`src/rtl/lwb_pkg.sv`:
```
package lwb_pkg;
    typedef enum logic [0:0] {
        ST_IDLE = 1'b0,
        ST_BUSY = 1'b1
    } lwb_state_e;

    typedef enum logic [1:0] {
        END_NONE = 2'd0,
        END_OK   = 2'd1,
        END_FAIL = 2'd2
    } lwb_end_e;

    // Classifies the slave response; an error wins over an acknowledge.
    function automatic lwb_end_e classify_end(input logic ack, input logic err);
        if (err)      return END_FAIL;
        else if (ack) return END_OK;
        else          return END_NONE;
    endfunction
endpackage

```
`src/rtl/lwb_req_decode.sv`:
```
module lwb_req_decode (
    input  logic wr,
    input  logic rd,
    output logic valid,
    output logic is_write
);
    assign valid    = wr ^ rd;
    assign is_write = wr;
endmodule

```
`src/rtl/lwb_cycle_fsm.sv`:
```
module lwb_cycle_fsm
    import lwb_pkg::*;
#(
    parameter int AW = 8,
    parameter int DW = 8
) (
    input  logic          clk,
    input  logic          rst,
    input  logic          req_valid,
    input  logic          req_write,
    input  logic [AW-1:0] req_addr,
    input  logic [DW-1:0] req_wdata,
    input  logic          ack,
    input  logic          err,
    output logic          cyc,
    output logic          we,
    output logic [AW-1:0] adr,
    output logic [DW-1:0] wdat,
    output lwb_end_e      done_kind
);
    typedef struct packed {
        lwb_state_e    state;
        logic          we;
        logic [AW-1:0] adr;
        logic [DW-1:0] wdat;
        lwb_end_e      fin;
    } fsm_t;

    fsm_t cur_q, nxt_d;
    lwb_end_e resp;

    always_comb begin
        resp  = classify_end(ack, err);
        nxt_d = cur_q;
        nxt_d.fin = END_NONE;
        case (cur_q.state)
            ST_IDLE: begin
                if (req_valid) begin
                    nxt_d.state = ST_BUSY;
                    nxt_d.we    = req_write;
                    nxt_d.adr   = req_addr;
                    nxt_d.wdat  = req_wdata;
                end
            end
            ST_BUSY: begin
                if (resp != END_NONE) begin
                    nxt_d.state = ST_IDLE;
                    nxt_d.we    = 1'b0;
                    nxt_d.fin   = resp;
                end
            end
            default: nxt_d.state = ST_IDLE;
        endcase
    end

    always_ff @(posedge clk) begin
        if (rst) begin
            cur_q.state <= ST_IDLE;
            cur_q.we    <= 1'b0;
            cur_q.adr   <= '0;
            cur_q.wdat  <= '0;
            cur_q.fin   <= END_NONE;
        end else begin
            cur_q <= nxt_d;
        end
    end

    assign cyc       = (cur_q.state == ST_BUSY);
    assign we        = cur_q.we;
    assign adr       = cur_q.adr;
    assign wdat      = cur_q.wdat;
    assign done_kind = cur_q.fin;
endmodule

```
`src/rtl/lwb_resp_stage.sv`:
```
module lwb_resp_stage #(
    parameter int DW = 8
) (
    input  logic          clk,
    input  logic          rst,
    input  logic          capture,
    input  logic [DW-1:0] bus_data,
    output logic [DW-1:0] rdata
);
    typedef struct packed {
        logic [DW-1:0] data;
    } rsp_t;

    rsp_t rsp_q, rsp_d;

    always_comb begin
        rsp_d = rsp_q;
        if (capture) rsp_d.data = bus_data;
    end

    always_ff @(posedge clk) begin
        if (rst) rsp_q <= '0;
        else     rsp_q <= rsp_d;
    end

    assign rdata = rsp_q.data;
endmodule

```
`src/rtl/lwb_bridge.sv`:
```
module lwb_bridge
    import lwb_pkg::*;
#(
    parameter int AW = 8,
    parameter int DW = 8
) (
    input  logic          clk,
    input  logic          rst,
    input  logic          loc_wr,
    input  logic          loc_rd,
    input  logic [AW-1:0] loc_addr,
    input  logic [DW-1:0] loc_wdata,
    output logic [DW-1:0] loc_rdata,
    output logic          loc_done,
    output logic          loc_fault,
    output logic          bus_cyc,
    output logic          bus_stb,
    output logic          bus_we,
    output logic [AW-1:0] bus_adr,
    output logic [DW-1:0] bus_dat_o,
    input  logic [DW-1:0] bus_dat_i,
    input  logic          bus_ack,
    input  logic          bus_err
);
    logic     req_valid, req_write, cyc_w;
    lwb_end_e kind;

    lwb_req_decode u_dec (
        .wr       (loc_wr),
        .rd       (loc_rd),
        .valid    (req_valid),
        .is_write (req_write)
    );

    lwb_cycle_fsm #(.AW(AW), .DW(DW)) u_fsm (
        .clk       (clk),
        .rst       (rst),
        .req_valid (req_valid),
        .req_write (req_write),
        .req_addr  (loc_addr),
        .req_wdata (loc_wdata),
        .ack       (bus_ack),
        .err       (bus_err),
        .cyc       (cyc_w),
        .we        (bus_we),
        .adr       (bus_adr),
        .wdat      (bus_dat_o),
        .done_kind (kind)
    );

    // Read data is captured only on the edge that ends an open cycle.
    lwb_resp_stage #(.DW(DW)) u_rsp (
        .clk      (clk),
        .rst      (rst),
        .capture  (cyc_w & (bus_ack | bus_err)),
        .bus_data (bus_dat_i),
        .rdata    (loc_rdata)
    );

    assign bus_cyc   = cyc_w;
    assign bus_stb   = cyc_w;
    assign loc_done  = (kind != END_NONE);
    assign loc_fault = (kind == END_FAIL);
endmodule

```
`config.mk`:
```
export PLATFORM = sky130hd
export DESIGN_NAME = lwb_bridge
export DESIGN_NICKNAME = d
export VERILOG_FILES = /design/src/rtl/lwb_pkg.sv /design/src/rtl/lwb_req_decode.sv /design/src/rtl/lwb_cycle_fsm.sv /design/src/rtl/lwb_resp_stage.sv /design/src/rtl/lwb_bridge.sv
export SDC_FILE = /design/constraint.sdc
export NUM_CORES = 1
export LEC_CHECK = 0
export BUFFER_PORTS_ARGS = -buffer_cell sky130_fd_sc_hd__buf_2
export CAP_MARGIN = 25
export CORE_MARGIN = 8
export CORE_UTILIZATION = 29
export CTS_CLUSTER_SIZE = 40
export DETAILED_ROUTE_END_ITERATION = 7
export GPL_ROUTABILITY_DRIVEN = 0
export SYNTH_ARGS = -nofsm -noshare
export SYNTH_HDL_FRONTEND = slang
export SYNTH_SLANG_ARGS = --single-unit
```
`constraint.sdc`:
```
create_clock -name clk -period 1.14 [get_ports clk]
set_input_delay 0 -clock clk [delete_from_list [all_inputs] [get_ports clk]]
set_output_delay 0 -clock clk [all_outputs]
set_load 0.02 [all_outputs]
```
Yosys cells after proc, flatten, opt, wreduce, memory -nomap -nowiden --
Cells that the tools add are included.
Word-level totals: register bits after elaboration 28, bits of input ports 30, output and inout port bits 29, logic and storage cells 24
Cells by class: eq/ne operators 3, mux-type cells 5, bitwise operators 5, reduce and logical (&&, ||, !) cells 5
Operator list (number):
- $mux W18 | 1
- $mux W2 | 2
- $ne A2 B2 Y1 const B | 2
- $pmux W2 S2 | 1
- $reduce_and A2 Y1 | 2
- $reduce_bool A2 Y1 | 2
- $reduce_or A3 Y1 | 1
- $eq A2 B2 Y1 const B | 1
- $not A1 Y1 | 2
- $and A1 B1 Y1 | 1
- $mux W1 | 1
- $or A1 B1 Y1 | 1
- $xor A1 B1 Y1 | 1

Logic depth before layout (Yosys ltp) --
depth after elaboration 5, mapped depth 5, depth with buffers taken out 4

Cells and area by module --
From an unflattened synthesis, not the netlist that was laid out.
Second synthesis, totals: cell total of the unflattened synthesis 117, area total of the unflattened synthesis 1116.1 µm²
Modules (own cells, without submodules):
- lwb_cycle_fsm | times used 1, cells an instance 85, area an instance 787.0 µm²
- lwb_resp_stage | times used 1, cells an instance 26, area an instance 285.3 µm²
- lwb_bridge | times used 1, cells an instance 4, area an instance 27.5 µm²
- lwb_req_decode | times used 1, cells an instance 2, area an instance 16.3 µm²

Worst setup path after synthesis --
No wires, ideal clock.
path type flip-flop to flip-flop, from register u_fsm.cur_q, in the netlist u_fsm.cyc, to register, netlist name u_fsm.adr[0], arrival time 1.088 ns, required time 1.070 ns, slack -0.017 ns, cell stages (with the launch flop) 5, buffers on the path 2, period minus slack after synthesis 1.157 ns, path through dfxtp_1 > buf_6 > buf_6 > or3b_1 > a21oi_1
On the way: cells in the longest elaborated chain, start to end 2
RTL lines:
- from (decl) | RTL line lwb_cycle_fsm.sv:29 | fsm_t cur_q, nxt_d;
- from (signal assigned) | RTL line lwb_cycle_fsm.sv:64 | cur_q <= nxt_d;
- $not A1 Y1 (no line)
- $reduce_and A2 Y1 (no line)
No other way between the ends. A chain may end at the register's enable or synchronous reset.

Worst setup path in the final report --
from register u_fsm.cur_q, in the netlist u_fsm.cyc, to register, netlist name u_fsm.adr[4]
On the way: cells in the longest elaborated chain, start to end 2
RTL lines:
- $not A1 Y1 (no line)
- $reduce_and A2 Y1 (no line)
No other way between the ends.

==> results.txt <==
- The hold violation total from the final report was 0.
* Synth-to-layout area growth: 45.10%
- Mean number of vias per cell: 4.543
- Of the total power, combinational logic draws 0.222.
* Combined area of all synthesized cells: 0.001187 sq mm
- Of the synthesized area, sequential elements account for 0.4721.
- Share of post-route cells with drive strength above 1: 0.4352
* Cell type with the largest total area after synthesis: sky130_fd_sc_hd__dfxtp_1
* Chain of cells forming the critical path: buf_12, or3b_2, a21oi_1
* Final Core Density: 0.4338
- F_max: 892.6 MHz
- TritonCTS clock tree: done
* Die outline height: 79.99 microns
- Setup crit end kind: register
- Antenna diode count: 0
* Placement Setup Slack: -0.1304 ns
* Syn Nets: 159
- Part of the power in registers: 0.451
- Setup repair after global routing could not meet its margin everywhere.
* Total number of nets in the final design: 225
* Peak supply drop: 0.0004324 V
* Area of the core: 0.003971 sq mm
- Counting along the longest clock path gives a buffer depth of 2.
- CTS Root Buffer Type: sky130_fd_sc_hd__clkbuf_8
- For this run, the number of Yosys warnings is 0.
- The initial antenna violation count came to 0.
- Synthesized area divided by synthesized cell count: 9.276 sq um
- Routed length on met2: 1.356 mm
- Aggregate global routing overflow: 0
- Worst path arrival time: 1.33 ns
* Number of flops mapped to enable cells by yosys: 0
- Largest net degree at the start of global routing: 27
- Layout filler cell count: 420
- In this run the horizontal extent of the chip is 79.99 microns.
- Worst Tran Pin Value: 0.3271 ns
- Ratio of total power to cell area: 1393 mW/mm^2
- Post-layout min period: 1.120 ns
- STA classifies the critical path startpoint as a register.
* Row Count: 23
- Ranked by total cell area, the synthesized netlist is headed by sky130_fd_sc_hd__dfxtp_1 (47%), sky130_fd_sc_hd__or3b_1 (9.6%), sky130_fd_sc_hd__o21ai_0 (7.2%), sky130_fd_sc_hd__a21oi_1 (6.7%), sky130_fd_sc_hd__o32ai_1 (5.9%).
- In the final routed layout, each cell accounts on average for 13.19 microns.
- Classification of the worst setup path: reg -> reg
- Final setup fails: 0
- Counting every instance in the synthesized netlist gives 128.
- The pre-antenna-repair detailed-routing pass consisted of 4 iterations.
* Clk pwr share: 0.327
* Run status: complete, no violations
* Longest individual stage delay on the worst path: 0.43 ns
- Met1 WL: 1.450 mm
- Switching power summed over all nets: 643.3 uW
- The first global-routing pass estimated 5.223 mm of wire.
- Top routing layer used: met4
- The clock net in this run drives a total of 28 sinks.
- HP Class: in -> reg
- Total cell area at the placement stage: 0.001516 sq mm
- Routed length on met3: 384 microns
- Via count of the first global-routing pass: 1138
- In this run the worst path has a maximum fanout of 16.
* Predominant post-synthesis flop cell: sky130_fd_sc_hd__dfxtp_1
- Initial core utilization: 0.2990
- Summed over all cells, the static leakage comes to 0.0007927 uW.
- The worst path meets setup with 0.01963 ns of slack.
* Final instance area: 0.001723 sq mm
- Buffers inserted during clock tree synthesis total 3.
- Clock Skew: 0.003501 ns
* Fraction of power spent switching nets: 0.2680
- After clock tree synthesis, the clock-pin slew on the worst setup and hold paths is 0.10 ns.
- For this run, design rule violations remaining after detail routing come to 0.
- Among all stages on the critical path, the largest delay is contributed by sky130_fd_sc_hd__or3b_2.
- Placed wire-length estimate: 2.254 mm
* Clock latency on the worst-skew pair: 0.27 ns
* Most common cell in the synthesized netlist: sky130_fd_sc_hd__dfxtp_1
- Async S/R FF share, synth: 0
* Start point of the critical path: u_fsm.cyc
- The die covers 0.006398 sq mm.
* Required @ worst endpoint: 1.35 ns
- The commonest cells after synthesis are sky130_fd_sc_hd__dfxtp_1 (28), sky130_fd_sc_hd__o21ai_0 (17), sky130_fd_sc_hd__a21oi_1 (16).
- Area fraction of the dominant cell type after synthesis: 0.4721
- Number of DRC markers after the initial detailed-route iteration: 16
- Synth unique cells: 20
- Port buffering added 58 buffers.
- Period Utilization, post-route: 0.9828
- In this run, synthesis produced a sequential element count of 28.
* Total number of H-tree levels: 1
- Cell internal power was estimated by the tool at 1757 uW.
- Sum of internal, switching and leakage power: 2401 uW
* Worst reg2reg path startpoint: u_fsm.cyc
- In this run the most critical hold path is launched from loc_wdata[6].
- The routed layout has 1104 vias.
- Worst slew slack as a fraction of its limit: 0.7817
- In this run the count of I/O pins placed on the die edge is 59.
- Max-cap violations in this run came to 0.
- Wirelength, routed: 3.204 mm
- In the global route stage, overall resource usage came out at 0.09785.
* Antenna Violating Nets Remaining: 0
- The number of max-slew violations in the final report came to 0.
## timing repair
action,in CTS,in global routing
hold endpoints to repair,10,0
endpoints found under the setup margin,2,17
gates resized for setup,1,10
hold buffers,10,0
gates cloned,0,0
setup buffers,0,0
## routing by layer
layer | GRT usage | vias up
li1 | - | 571
met1 | 0.1126 | 488
met2 | 0.1560 | 43
met3 | 0.04842 | 2
met4 | 0.02727 | 0
met5 | 0 | -
## cell families after synthesis
| kind of cell | share of synthesized area |
|---|---|
| flops | 0.4721 |
| compound gates | 0.2108 |
| fa+ha+maj | 0.01054 |
| buf+inv | 0.1012 |
| simple gates | 0.2055 |
## layout make-up
| cell class | count | area [sq um] | share of cell area |
|---|---|---|---|
| clock buffers | 3 | 41.29 | 0.02397 |
| clock inverters | 1 | 30.03 | 0.01743 |
| inverters | 10 | 37.54 | 0.02179 |
| multi-input cells | 77 | 541.8 | 0.3145 |
| flip-flops and latches | 28 | 561.8 | 0.3261 |
| well taps | 50 | 62.56 | 0.03631 |
| repair buffers | 74 | 447.9 | 0.2600 |
## flip-flops by register name (all words and copies together) (netlist names)
signal	flops
u_fsm.adr	8
u_fsm.cyc	1
u_fsm.done_kind	2
u_rsp.rdata	8
u_fsm.wdat	8
u_fsm.we	1
## placed cells by master, fill, tap and decap left out, drive strengths merged, types with 2 or more instances in the layout
cell | synthesis | final
buf | 10 | 64
dfxtp | 28 | 28
o21ai | 17 | 17
or3b | 17 | 17
a21oi | 16 | 16
inv | 10 | 10
dlygate4sd3 | 0 | 10
nand2b | 9 | 9
o32ai | 8 | 8
clkbuf | 3 | 3
nor2b | 2 | 2
nor2 | 2 | 2
## worst max-delay path: cells and delay by family, from the launching register on
kind | cells | cell delay (ns)
DFF | 1 | 0.35
and+or+nand+nor | 1 | 0.43
buffers and inverters | 1 | 0.14
AOI/OAI and AO/OA | 1 | 0.13
## metrics by stage
| stage | cells | TNS (ns) | hold slack, ns |
|---|---|---|---|
| after global placement | 229 | -1.126 | 0.2242 |
| final | 243 | 0 | 0.04802 |
| after global routing | 243 | -0.04645 | 0.04466 |
| after floorplan | 128 | 0 | 0.07615 |
| after CTS | 243 | 0 | 0.03608 |
| after detailed placement | 229 | -1.366 | 0.2229 |
## power groups by stage
| stage | combinational (uW) | clock [uW] | sequential, uW |
|---|---|---|---|
| 3_5_place_dp | 494 | 0 | 1110 |
| 4_1_cts | 521 | 820 | 1080 |
| 5_1_grt | 582 | 850 | 1100 |
| 3_3_place_gp | 491 | 0 | 1110 |
| 2_1_floorplan | 235 | 0 | 1190 |
| 6_report | 533 | 785 | 1080 |
## path summary, 6_finish.rpt
path,endpoint,slack (ns),depth (start not counted)
worst max-delay path,u_fsm.adr[4],0.02,3
worst min-delay path,u_fsm.wdat[6],0.05,3
worst max register to register,u_fsm.adr[4],0.02,3
worst min register to register,u_fsm.wdat[2],0.48,2
Power figures use the tool's default switching activity.
